==> src/rtl/psc_pkg.sv <==
package psc_pkg;
  typedef enum logic {
    SIGN_NONNEG = 1'b0,
    SIGN_NEG    = 1'b1
  } sign_e;

  typedef struct packed {
    logic dir;
    logic en;
  } cfg_t;
endpackage

==> src/rtl/psc_cfg_regs.sv <==
module psc_cfg_regs
  import psc_pkg::*;
(
  input  logic clk,
  input  logic rst_n,
  input  logic we,
  input  logic dir_d,
  input  logic en_d,
  output cfg_t cfg_q
);
  always_ff @(posedge clk) begin
    if (!rst_n) begin
      cfg_q <= '0;
    end else if (we) begin
      cfg_q.dir <= dir_d;
      cfg_q.en  <= en_d;
    end
  end

  assert_cfg_hold_R9: assert property (@(posedge clk) disable iff (!rst_n)
    !we |=> $stable(cfg_q));
endmodule

==> src/rtl/psc_sign_track.sv <==
module psc_sign_track
  import psc_pkg::*;
#(
  parameter int SAMPLE_W = 16
) (
  input  logic                clk,
  input  logic                rst_n,
  input  logic                accept,
  input  logic [SAMPLE_W-1:0] sample,
  output sign_e               cur_sign,
  output sign_e               prev_sign,
  output logic                primed
);
  localparam int MSB = SAMPLE_W - 1;

  assign cur_sign = sample[MSB] ? SIGN_NEG : SIGN_NONNEG;

  always_ff @(posedge clk) begin
    if (!rst_n) begin
      prev_sign <= SIGN_NONNEG;
      primed    <= 1'b0;
    end else if (accept) begin
      prev_sign <= cur_sign;
      primed    <= 1'b1;
    end
  end

  assert_prev_follows_R1: assert property (@(posedge clk) disable iff (!rst_n)
    accept |=> prev_sign == $past(cur_sign));
  assert_idle_keeps_sign_R10: assert property (@(posedge clk) disable iff (!rst_n)
    !accept |=> $stable(prev_sign) && $stable(primed));
endmodule

==> src/rtl/psc_edge_detect.sv <==
module psc_edge_detect
  import psc_pkg::*;
(
  input  logic  clk,
  input  logic  rst_n,
  input  logic  accept,
  input  logic  primed,
  input  sign_e prev_sign,
  input  sign_e cur_sign,
  input  logic  dir,
  output logic  hit
);
  logic falling;
  logic rising;

  assign falling = (prev_sign == SIGN_NONNEG) && (cur_sign == SIGN_NEG);
  assign rising  = (prev_sign == SIGN_NEG) && (cur_sign == SIGN_NONNEG);
  assign hit     = accept && primed && (dir ? rising : falling);

  assert_no_hit_unprimed_R5: assert property (@(posedge clk) disable iff (!rst_n)
    !primed |-> !hit);
  assert_hit_needs_change_R4: assert property (@(posedge clk) disable iff (!rst_n)
    hit |-> prev_sign != cur_sign);
endmodule

==> src/rtl/psc_status.sv <==
module psc_status (
  input  logic clk,
  input  logic rst_n,
  input  logic set,
  input  logic clr,
  input  logic en,
  output logic flag,
  output logic irq
);
  always_ff @(posedge clk) begin
    if (!rst_n) flag <= 1'b0;
    else        flag <= set | (flag & ~clr);
  end

  assign irq = flag & en;

  assert_set_wins_R8: assert property (@(posedge clk) disable iff (!rst_n)
    set && clr |=> flag);
  assert_sticky_R7: assert property (@(posedge clk) disable iff (!rst_n)
    flag && !clr |=> flag);
  assert_clear_R7: assert property (@(posedge clk) disable iff (!rst_n)
    clr && !set |=> !flag);
  assert_no_spurious_R4: assert property (@(posedge clk) disable iff (!rst_n)
    !flag && !set |=> !flag);
endmodule

==> src/rtl/psc_sign_irq_top.sv <==
module psc_sign_irq_top
  import psc_pkg::*;
#(
  parameter int SAMPLE_W = 16
) (
  input  logic                clk,
  input  logic                rst_n,
  input  logic                s_valid,
  output logic                s_ready,
  input  logic [SAMPLE_W-1:0] s_sample,
  input  logic                cfg_we,
  input  logic                cfg_dir,
  input  logic                cfg_irq_en,
  input  logic                flag_clr,
  output logic                status_flag,
  output logic                irq
);
  cfg_t  cfg;
  sign_e cur_sign;
  sign_e prev_sign;
  logic  primed;
  logic  accept;
  logic  hit;

  assign s_ready = 1'b1;
  assign accept  = s_valid & s_ready;

  psc_cfg_regs u_cfg (
    .clk   (clk),
    .rst_n (rst_n),
    .we    (cfg_we),
    .dir_d (cfg_dir),
    .en_d  (cfg_irq_en),
    .cfg_q (cfg)
  );

  psc_sign_track #(.SAMPLE_W(SAMPLE_W)) u_track (
    .clk       (clk),
    .rst_n     (rst_n),
    .accept    (accept),
    .sample    (s_sample),
    .cur_sign  (cur_sign),
    .prev_sign (prev_sign),
    .primed    (primed)
  );

  psc_edge_detect u_edge (
    .clk       (clk),
    .rst_n     (rst_n),
    .accept    (accept),
    .primed    (primed),
    .prev_sign (prev_sign),
    .cur_sign  (cur_sign),
    .dir       (cfg.dir),
    .hit       (hit)
  );

  psc_status u_status (
    .clk   (clk),
    .rst_n (rst_n),
    .set   (hit),
    .clr   (flag_clr),
    .en    (cfg.en),
    .flag  (status_flag),
    .irq   (irq)
  );

  assert_irq_holds_R6: assert property (@(posedge clk) disable iff (!rst_n)
    irq && !flag_clr && !cfg_we |=> irq);
  assert_first_sample_R5: assert property (@(posedge clk) disable iff (!rst_n)
    s_valid && !primed && !status_flag |=> !status_flag);
  assert_ready_R11: assert property (@(posedge clk) disable iff (!rst_n)
    s_ready);
endmodule

==> config.mk <==
export PLATFORM = sky130hd
export DESIGN_NAME = psc_sign_irq_top
export DESIGN_NICKNAME = d
export VERILOG_FILES = /design/src/rtl/psc_pkg.sv /design/src/rtl/psc_cfg_regs.sv /design/src/rtl/psc_sign_track.sv /design/src/rtl/psc_edge_detect.sv /design/src/rtl/psc_status.sv /design/src/rtl/psc_sign_irq_top.sv
export SDC_FILE = /design/constraint.sdc
export NUM_CORES = 1
export LEC_CHECK = 0
export ABC_AREA = 1
export BUFFER_PORTS_ARGS = -buffer_cell sky130_fd_sc_hd__buf_2
export CAP_MARGIN = 0
export CORE_AREA = 2 2 39 41
export CTS_CLUSTER_DIAMETER = 200
export DETAILED_ROUTE_END_ITERATION = 8
export DIE_AREA = 0 0 41 43
export PLACE_DENSITY = 0.46
export SLEW_MARGIN = 20
export SYNTH_ARGS = -nofsm -noshare
export SYNTH_HDL_FRONTEND = slang
export SYNTH_HIERARCHICAL = 1
export SYNTH_SLANG_ARGS = --single-unit
==> constraint.sdc <==
create_clock -name clk -period 0.85 [get_ports clk]
set_input_delay 0.17 -clock clk [delete_from_list [all_inputs] [get_ports clk]]
set_output_delay 0.17 -clock clk [all_outputs]
set_load 0.02 [all_outputs]
==> results of run 1 <==
[cell type report]
cell class                 count  area, um2
sequential                     5        104
inverter                      10       37.5
tap                           16       20.0
timing repair buffer           9       51.3
clock buffer                   4       26.3
multi-input combinational     21        103
fill                         160       1040
[power breakdown]
group          total [W]  switching, W  internal (W)
clock           0.000285      0.000107      0.000178
combinational  0.0000705     0.0000391     0.0000313
sequential      0.000261    0.00000929      0.000251
[path summary, 6_finish.rpt]
check | from | endpoint | slack [ns] | depth (start not counted)
worst max-delay path | u_status/flag | irq | -0.11 | 3
worst min-delay path | s_valid | u_track/primed | 0.17 | 2
worst max register to register | u_cfg/cfg_q[1] | u_status/flag | 0.06 | 5
worst min register to register | u_track/primed | u_track/primed | 0.47 | 1
[what timing repair did]
action / in CTS / in global routing
setup endpoints to repair: 2 / 3
resized for setup: 3 / 5
pin swaps: 0 / 2
[worst max-delay path, stage by stage, from the launching register on]
cell and delay, ns:
sky130_fd_sc_hd__dfxtp_2 0.33, sky130_fd_sc_hd__nand2_1 0.05, sky130_fd_sc_hd__inv_1 0.06, sky130_fd_sc_hd__buf_6 0.11
[sequential cells by signal (all words and copies together) (netlist names)]
name and count:
u_status/flag 1, u_track/prev_sign 1, u_track/primed 1, u_cfg/cfg_q 2
[metrics by stage]
stage                     TNS, ns  cell area [um2]  setup WS (ns)  hold WS (ns)  total power (W)
final                      -0.159              342         -0.107         0.170         0.000616
after global routing       -0.260              342         -0.172         0.184         0.000651
after CTS                  -0.174              334         -0.117         0.161         0.000618
after detailed placement        0              300         0.0356         0.419         0.000330
after global placement          0              300         0.0545         0.414         0.000330
after floorplan                 0              250         0.0278         0.280         0.000308
[per-layer routing]
layer	part of all wire, %	track usage, %	vias to the layer above
met5	0	0	-
met4	3.2	10.0	0
met3	6.8	1.57	2
met2	47	8.13	7
met1	43	6.13	88
li1	-	-	127
[cell families after synthesis]
family,Yosys count
AO/OA/AOI/OAI,3
buffers and inverters,12
flip-flops,5
other,1
AND/OR/NAND/NOR,17
[cells in the final DEF (no fill, tap or decap)]
master / n
sky130_fd_sc_hd__inv_2: 2
sky130_fd_sc_hd__clkbuf_1: 1
sky130_fd_sc_hd__dfxtp_1: 2
sky130_fd_sc_hd__a21oi_2: 2
sky130_fd_sc_hd__conb_1: 1
sky130_fd_sc_hd__buf_2: 8
sky130_fd_sc_hd__nor2_2: 1
sky130_fd_sc_hd__nand2_1: 9
sky130_fd_sc_hd__o21a_1: 1
sky130_fd_sc_hd__nand3_1: 1
sky130_fd_sc_hd__clkbuf_4: 3
sky130_fd_sc_hd__inv_1: 8
sky130_fd_sc_hd__nor2_1: 5
sky130_fd_sc_hd__buf_6: 1
sky130_fd_sc_hd__nand3_2: 1
sky130_fd_sc_hd__dfxtp_2: 3
==> metrics.md, run 1 <==
| Metric | Value |
|---|---|
| Die area | `approximately 0.0018 mm2` |
| Number of H-tree levels | `1` |
| CP Max Fanout | `3` |
| Effective utilization at floorplan | `between 10% and 20%` |
| Clock sink total | `5` |
| Compound-cell area share of the yosys netlist | `under 10%` |
| Core outline area | `0.00138 mm2` |
| Req. time, crit path | `roughly 0.7 ns` |
| Syn. warnings | `6` |
| Overall fraction of global-route tracks in use | `roughly 6.3%` |
| Share of final-layout standard cells stronger than drive strength 1 | `between 40% and 50%` |
| Endpoint class of the critical path | `output port` |
| Clock latency on the worst-skew pair | `0.24 ns` |
| Y dimension of the die | `~43 um` |
| Final Instance Count excl. Fillers | `65` |
| DR DRC count | `0` |
| Post-synth net total | `61` |
| Final period utilization | `113%` |
| ANT nets after route | `0` |
| Netlist cell types | `10` |
| Slack of the critical path | `-0.107 ns` |
| Fraction of synthesized cell area taken by the top area cell type | `40.0%` |
| Top-count cell post-synth | `sky130_fd_sc_hd__inv_1` |
| Outcome | `finished, violations left` |
| Placed cell count | `slightly above 60` |
| Routed via count divided by cell count | `around 3.4` |
| Synth area leader | `sky130_fd_sc_hd__dfxtp_1` |
| Number of clock buffers inserted by TritonCTS | `3` |
| Worst hold-check path type | `input pin to flip-flop` |
| Maximum number of pins on one net before global-route repair | `6` |
| Initial antenna violation count | `0` |
| Synthesis-stage register bit count | `5` |
| Bufs on Longest Clock Path | `2` |
| Main flop type after synthesis | `sky130_fd_sc_hd__dfxtp_1` |
| Post-Synth Adder-Cell Area | `0%` |
| Total count of max-transition violations in the final report | `0` |
| Main combinational cell family by area after synthesis | `simple AND/OR/NAND/NOR gates` |
| Total I/O pin count | `26` |
| Power density normalized to cell area | `between 1500 and 2000 mW/mm2` |
| Area of the mapped netlist | `around 250 um2` |
| Mux share of post-synthesis cell area | `0%` |
| CTS tree | `yes` |
| Maximum clock rate | `between 1000 and 1500 MHz` |
| Number of hold violations in the final report | `0` |
| Post-layout utilization of the core | `24.7%` |
| Detailed-route wire length per cell | `6.77 um` |
| Total wire length | `approximately 440 um` |
| CTS clock-pin slew for the worst setup and hold paths | `around 0.050 ns` |
| Die Width | `roughly 41 um` |
| Count of maximum capacitance violations | `0` |
| Setup repair after global routing missed its margin | `yes` |
| Clock skew after layout | `0.00249 ns` |
| Portion of the post-synthesis area used by sequential elements | `between 40% and 50%` |
| Number of buffers inserted for hold repair after clock tree synthesis | `0` |
| Post-CTS Setup Bufs | `0` |
| Setup violation total in the final timing report | `2` |
| Number of violations reported at the end of detailed-routing iteration 0 | `1` |
| Global-route wire length before repair | `662 um` |
| Synthesized instance count | `38` |
| Critical path arrival | `between 0.7 and 0.8 ns` |
| Number of detailed-route iterations in the first pass | `4` |
| Violations in the final reports | `setup timing` |
| Post-Syn Area per Cell | `6.59 um2` |
| NumNets Final | `73` |
| Library cell used as clock root buffer | `sky130_fd_sc_hd__clkbuf_4` |
| Layout-stage area growth over the synthesis result | `36.5%` |
| Worst vdd rail ir drop | `slightly above 0.5 mV` |
| Category of the critical setup timing path | `flip-flop to output port` |
| Number of I/O port buffers | `9` |
| Area fraction in and, or, nand and nor cells after synthesis | `27.5%` |
| Post-synth EDFFs | `0` |
| Vias in the first global route | `approximately 190` |
| Antenna diode count | `0` |
| Vias after detailed routing | `around 220` |
| Weighted congestion reported at the end of routability-driven placement | `0.609` |
| Min Tclk post-route | `between 0.9 and 1 ns` |
| Dominant cells by area after synthesis | `sky130_fd_sc_hd__dfxtp_1, sky130_fd_sc_hd__inv_1, sky130_fd_sc_hd__nand2_1` |
| Critical Path Start Type | `flip-flop` |
| Total gr overflow | `0` |
| Leakage power | `around 0.19 nW` |
| Row Count | `14` |
| Share of the synthesized netlist area taken by xor and xnor gates | `0%` |
| FFs w/ async S/R, synth | `0%` |
| Top cells by count, synth | `sky130_fd_sc_hd__inv_1, sky130_fd_sc_hd__nand2_1, sky130_fd_sc_hd__dfxtp_1, sky130_fd_sc_hd__nor2_1` |
Note: power is estimated with default switching activity, not from simulation.
==> inputs of run 2 (changes only) <==
Settings changed: ABC_AREA 1 to not set, PLACE_DENSITY 0.46 to 0.45.
Clock period 0.85 ns to 0.9 ns, I/O delays scaled along.
==> run 2 against run 1 <==
The run still ends with setup timing left. Largest cell class is now multi-input combinational cells. Sequential share of layout area rose by 0.080 points. Sequential power fell by 7%. Synthesized cell count fell by 42%. Non-clock buffer count grew 2. Clock skew is essentially flat. Final cell count down 22%. Hold slack better by 0.0084 ns. Flip-flop and latch count unchanged. Global-route usage up 0.094 points. Critical path type unchanged. Power shrank 8.3%.
==> metrics.md, run 2 <==
| Metric | Value |
|---|---|
| Clock sink total | `5` |
| Total gr overflow | `0` |
| Antenna diode count | `0` |
| Most frequent standard cell in the layout excluding fill and tap cells | `sky130_fd_sc_hd__buf_2` |
| CP max stage cell | `sky130_fd_sc_hd__dfxtp_2` |
| CTS tree | `yes` |
| Maximum clock rate | `1010 MHz` |
| Effective utilization at floorplan | `16.5%` |
| FFs w/ async S/R, synth | `0%` |
| Violations in the final reports | `setup timing` |
| Clock skew after layout | `0.00239 ns` |
| Synthesis-stage register bit count | `5` |
| Critical path arrival | `0.81 ns` |
| Number of violations reported at the end of detailed-routing iteration 0 | `2` |
| Leakage power | `between 0.15 and 0.2 nW` |
| Top delay family on crit path | `flip-flops` |
| Area occupied by registers | `103 um2` |
| Total count of max-transition violations in the final report | `0` |
| R2r endpoint | `u_status/flag` |
| Clock latency on the worst-skew pair | `0.24 ns` |
| Post-Syn Area per Cell | `10.4 um2` |
| Post-place instance area | `approximately 300 um2` |
| Die Width | `~41 um` |
| Post-synth EDFFs | `0` |
| Outcome | `finished, violations left` |
| Category of the critical setup timing path | `flip-flop to output port` |
| Library cell used as clock root buffer | `sky130_fd_sc_hd__clkbuf_4` |
| Endpoint class of the critical path | `output port` |
| Post-CTS Setup Bufs | `0` |
| Min Tclk post-route | `between 0.9 and 1 ns` |
| Count of buffering cells on the critical path with inverters included | `1` |
| Reg-to-Reg Start | `u_cfg/cfg_q[1]` |
| Worst Hold Depth | `2` |
| Vias in the first global route | `178` |
| Number of filler cells placed in the layout | `~150` |
| Dominant cells by area after synthesis | `sky130_fd_sc_hd__dfxtp_1, sky130_fd_sc_hd__mux2i_1, sky130_fd_sc_hd__nor2b_1` |
| Setup violation total in the final timing report | `2` |
| Highest cell delay on the worst timing path | `0.31 ns` |
| Register-to-register setup slack | `-0.08 ns` |
| Fraction of synthesized cell area taken by the top area cell type | `43.7%` |
| Row Count | `14` |
| Synthesized instance count | `22` |
| Syn. warnings | `6` |
| Largest reg by FF count | `u_cfg/cfg_q` |
| Number of flip-flops under the largest register name | `2` |
| Global-route wire length before repair | `648 um` |
| DR DRC count | `0` |
| Count of maximum capacitance violations | `0` |
| Netlist cell types | `12` |
| Worst hold-check path type | `input pin to flip-flop` |
| Number of detailed-route iterations in the first pass | `4` |
| Hold EP | `u_track/primed` |
| NumNets Final | `59` |
| Routed via count divided by cell count | `between 3 and 4` |
| Logic depth of the worst register-to-register path | `3` |
| Die area | `around 0.0018 mm2` |
| Req. time, crit path | `0.72 ns` |
| Overall fraction of global-route tracks in use | `6.43%` |
| Top-count cell post-synth | `sky130_fd_sc_hd__dfxtp_1` |
| Number of hold violations in the final report | `0` |
| Post-synth net total | `45` |
| Total I/O pin count | `26` |
| CP Max Fanout | `2` |
| Number of buffers inserted for hold repair after clock tree synthesis | `0` |
| Total wire length | `approximately 440 um` |
| Weighted congestion reported at the end of routability-driven placement | `0.647` |
| Area of the mapped netlist | `229 um2` |
| Worst hold path startpoint | `s_valid` |
| Power density normalized to cell area | `between 1500 and 2000 mW/mm2` |
| Number of H-tree levels | `1` |
| Y dimension of the die | `about 43 um` |
| Slack of the critical path | `-0.0920 ns` |
| Post-layout utilization of the core | `24.3%` |
| Portion of the post-synthesis area used by sequential elements | `43.7%` |
| Main flop type after synthesis | `sky130_fd_sc_hd__dfxtp_1` |
| Share of final-layout standard cells stronger than drive strength 1 | `approximately 54%` |
| Layout-stage area growth over the synthesis result | `47.0%` |
| Top cells by count, synth | `sky130_fd_sc_hd__dfxtp_1, sky130_fd_sc_hd__mux2i_1, sky130_fd_sc_hd__nor2b_1` |
| Critical Path Start Type | `flip-flop` |
| Number of I/O port buffers | `9` |
| Bufs on Longest Clock Path | `2` |
| Core outline area | `between 0.001 and 0.0015 mm2` |
| Final period utilization | `110%` |
| List of cells traversed by the critical path | `and2_4, buf_6` |
| Initial antenna violation count | `0` |
| Number of clock buffers inserted by TritonCTS | `3` |
| Synth area leader | `sky130_fd_sc_hd__dfxtp_1` |
| CTS clock-pin slew for the worst setup and hold paths | `0.04 ns` |
| Setup repair after global routing missed its margin | `yes` |
| Vias after detailed routing | `~190` |
| Multi-input combinational cell area | `around 120 um2` |
| ANT nets after route | `0` |
| Final Instance Area | `~340 um2` |
| Detailed-route wire length per cell | `between 8 and 9 um` |
| Maximum number of pins on one net before global-route repair | `6` |
| Worst vdd rail ir drop | `0.906 mV` |
==> run 2: cell types whose count changed after synthesis, moves of 2 or more <==
cell / previous run / this run
sky130_fd_sc_hd__nand2_1: 9 / 1
sky130_fd_sc_hd__nand3_1: 2 / 0
sky130_fd_sc_hd__inv_1: 10 / 0
sky130_fd_sc_hd__nor2_1: 5 / 0
sky130_fd_sc_hd__a21oi_2: 2 / 0
sky130_fd_sc_hd__nor2b_1: 0 / 3
sky130_fd_sc_hd__mux2i_1: 0 / 3
==> run 2: area by class of cell <==
type | instances | share of cell area (%)
well taps | 16 | 5.95
flip-flops and latches | 5 | 30.5
clock buffers | 4 | 7.81
repair buffers | 11 | 20.4
multi-input cells | 15 | 35.3
==> run 2: worst max path at each step <==
stage	startpoint	end	slack [ns]	cells after the start
after floorplan	u_cfg/cfg_q[1]	u_status/flag	-0.03	3
after global placement	u_cfg/cfg_q[1]	u_status/flag	-0.06	3
after detailed placement	u_cfg/cfg_q[1]	u_status/flag	-0.08	3
after CTS	u_cfg/cfg_q[0]	irq	-0.11	2
after global routing	u_cfg/cfg_q[0]	irq	-0.12	2
final	u_cfg/cfg_q[0]	irq	-0.09	2
==> run 2: cell families (layout without fill, tap and decap cells) <==
group / count (synthesis) / count (layout) / synth area share [%]
AND/OR/NAND/NOR: 8 / 8 / 26.2
flip-flops: 5 / 5 / 43.7
AO/OA/AOI/OAI: 3 / 3 / 8.74
multiplexers: 3 / 3 / 13.1
buffers and inverters: 2 / 15 / 6.56
other: 1 / 1 / 1.64
==> run 2: repair_timing <==
action,4_1_cts,5_1_grt
setup endpoints to repair,3,3
cloned,0,0
gates resized for setup,7,0
==> run 2: metrics by stage <==
stage	setup WS, ns	hold WS [ns]	setup TNS, ns	cells	power (W)
final	-0.0920	0.179	-0.167	51	0.000565
after global routing	-0.124	0.180	-0.246	51	0.000603
after CTS	-0.107	0.173	-0.191	51	0.000582
after detailed placement	-0.0789	0.423	-0.0789	47	0.000308
after global placement	-0.0576	0.422	-0.0576	47	0.000307
after floorplan	-0.0313	0.290	-0.0313	22	0.000280
==> run 2: report_power, final <==
| part | total, W | leakage (nW) | internal, W | switching (W) |
|---|---|---|---|---|
| logic | 0.0000669 | 0.0949 | 0.0000374 | 0.0000294 |
| clock network | 0.000256 | 0.0150 | 0.000167 | 0.0000888 |
| registers | 0.000242 | 0.0421 | 0.000236 | 0.00000592 |
==> run 2: worst reg2reg max path: stages (launching register included) <==
cell and delay (ns):
sky130_fd_sc_hd__dfxtp_1 0.30, sky130_fd_sc_hd__or3b_1 0.38, sky130_fd_sc_hd__a21oi_2 0.12, sky130_fd_sc_hd__o21a_1 0.10
==> run 2: routing by layer <==
metal | wire, um | GRT usage [%]
met5 | 0 | 0
met4 | 0 | 2.00
met3 | 71 | 7.85
met2 | 171 | 8.75
met1 | 197 | 5.79
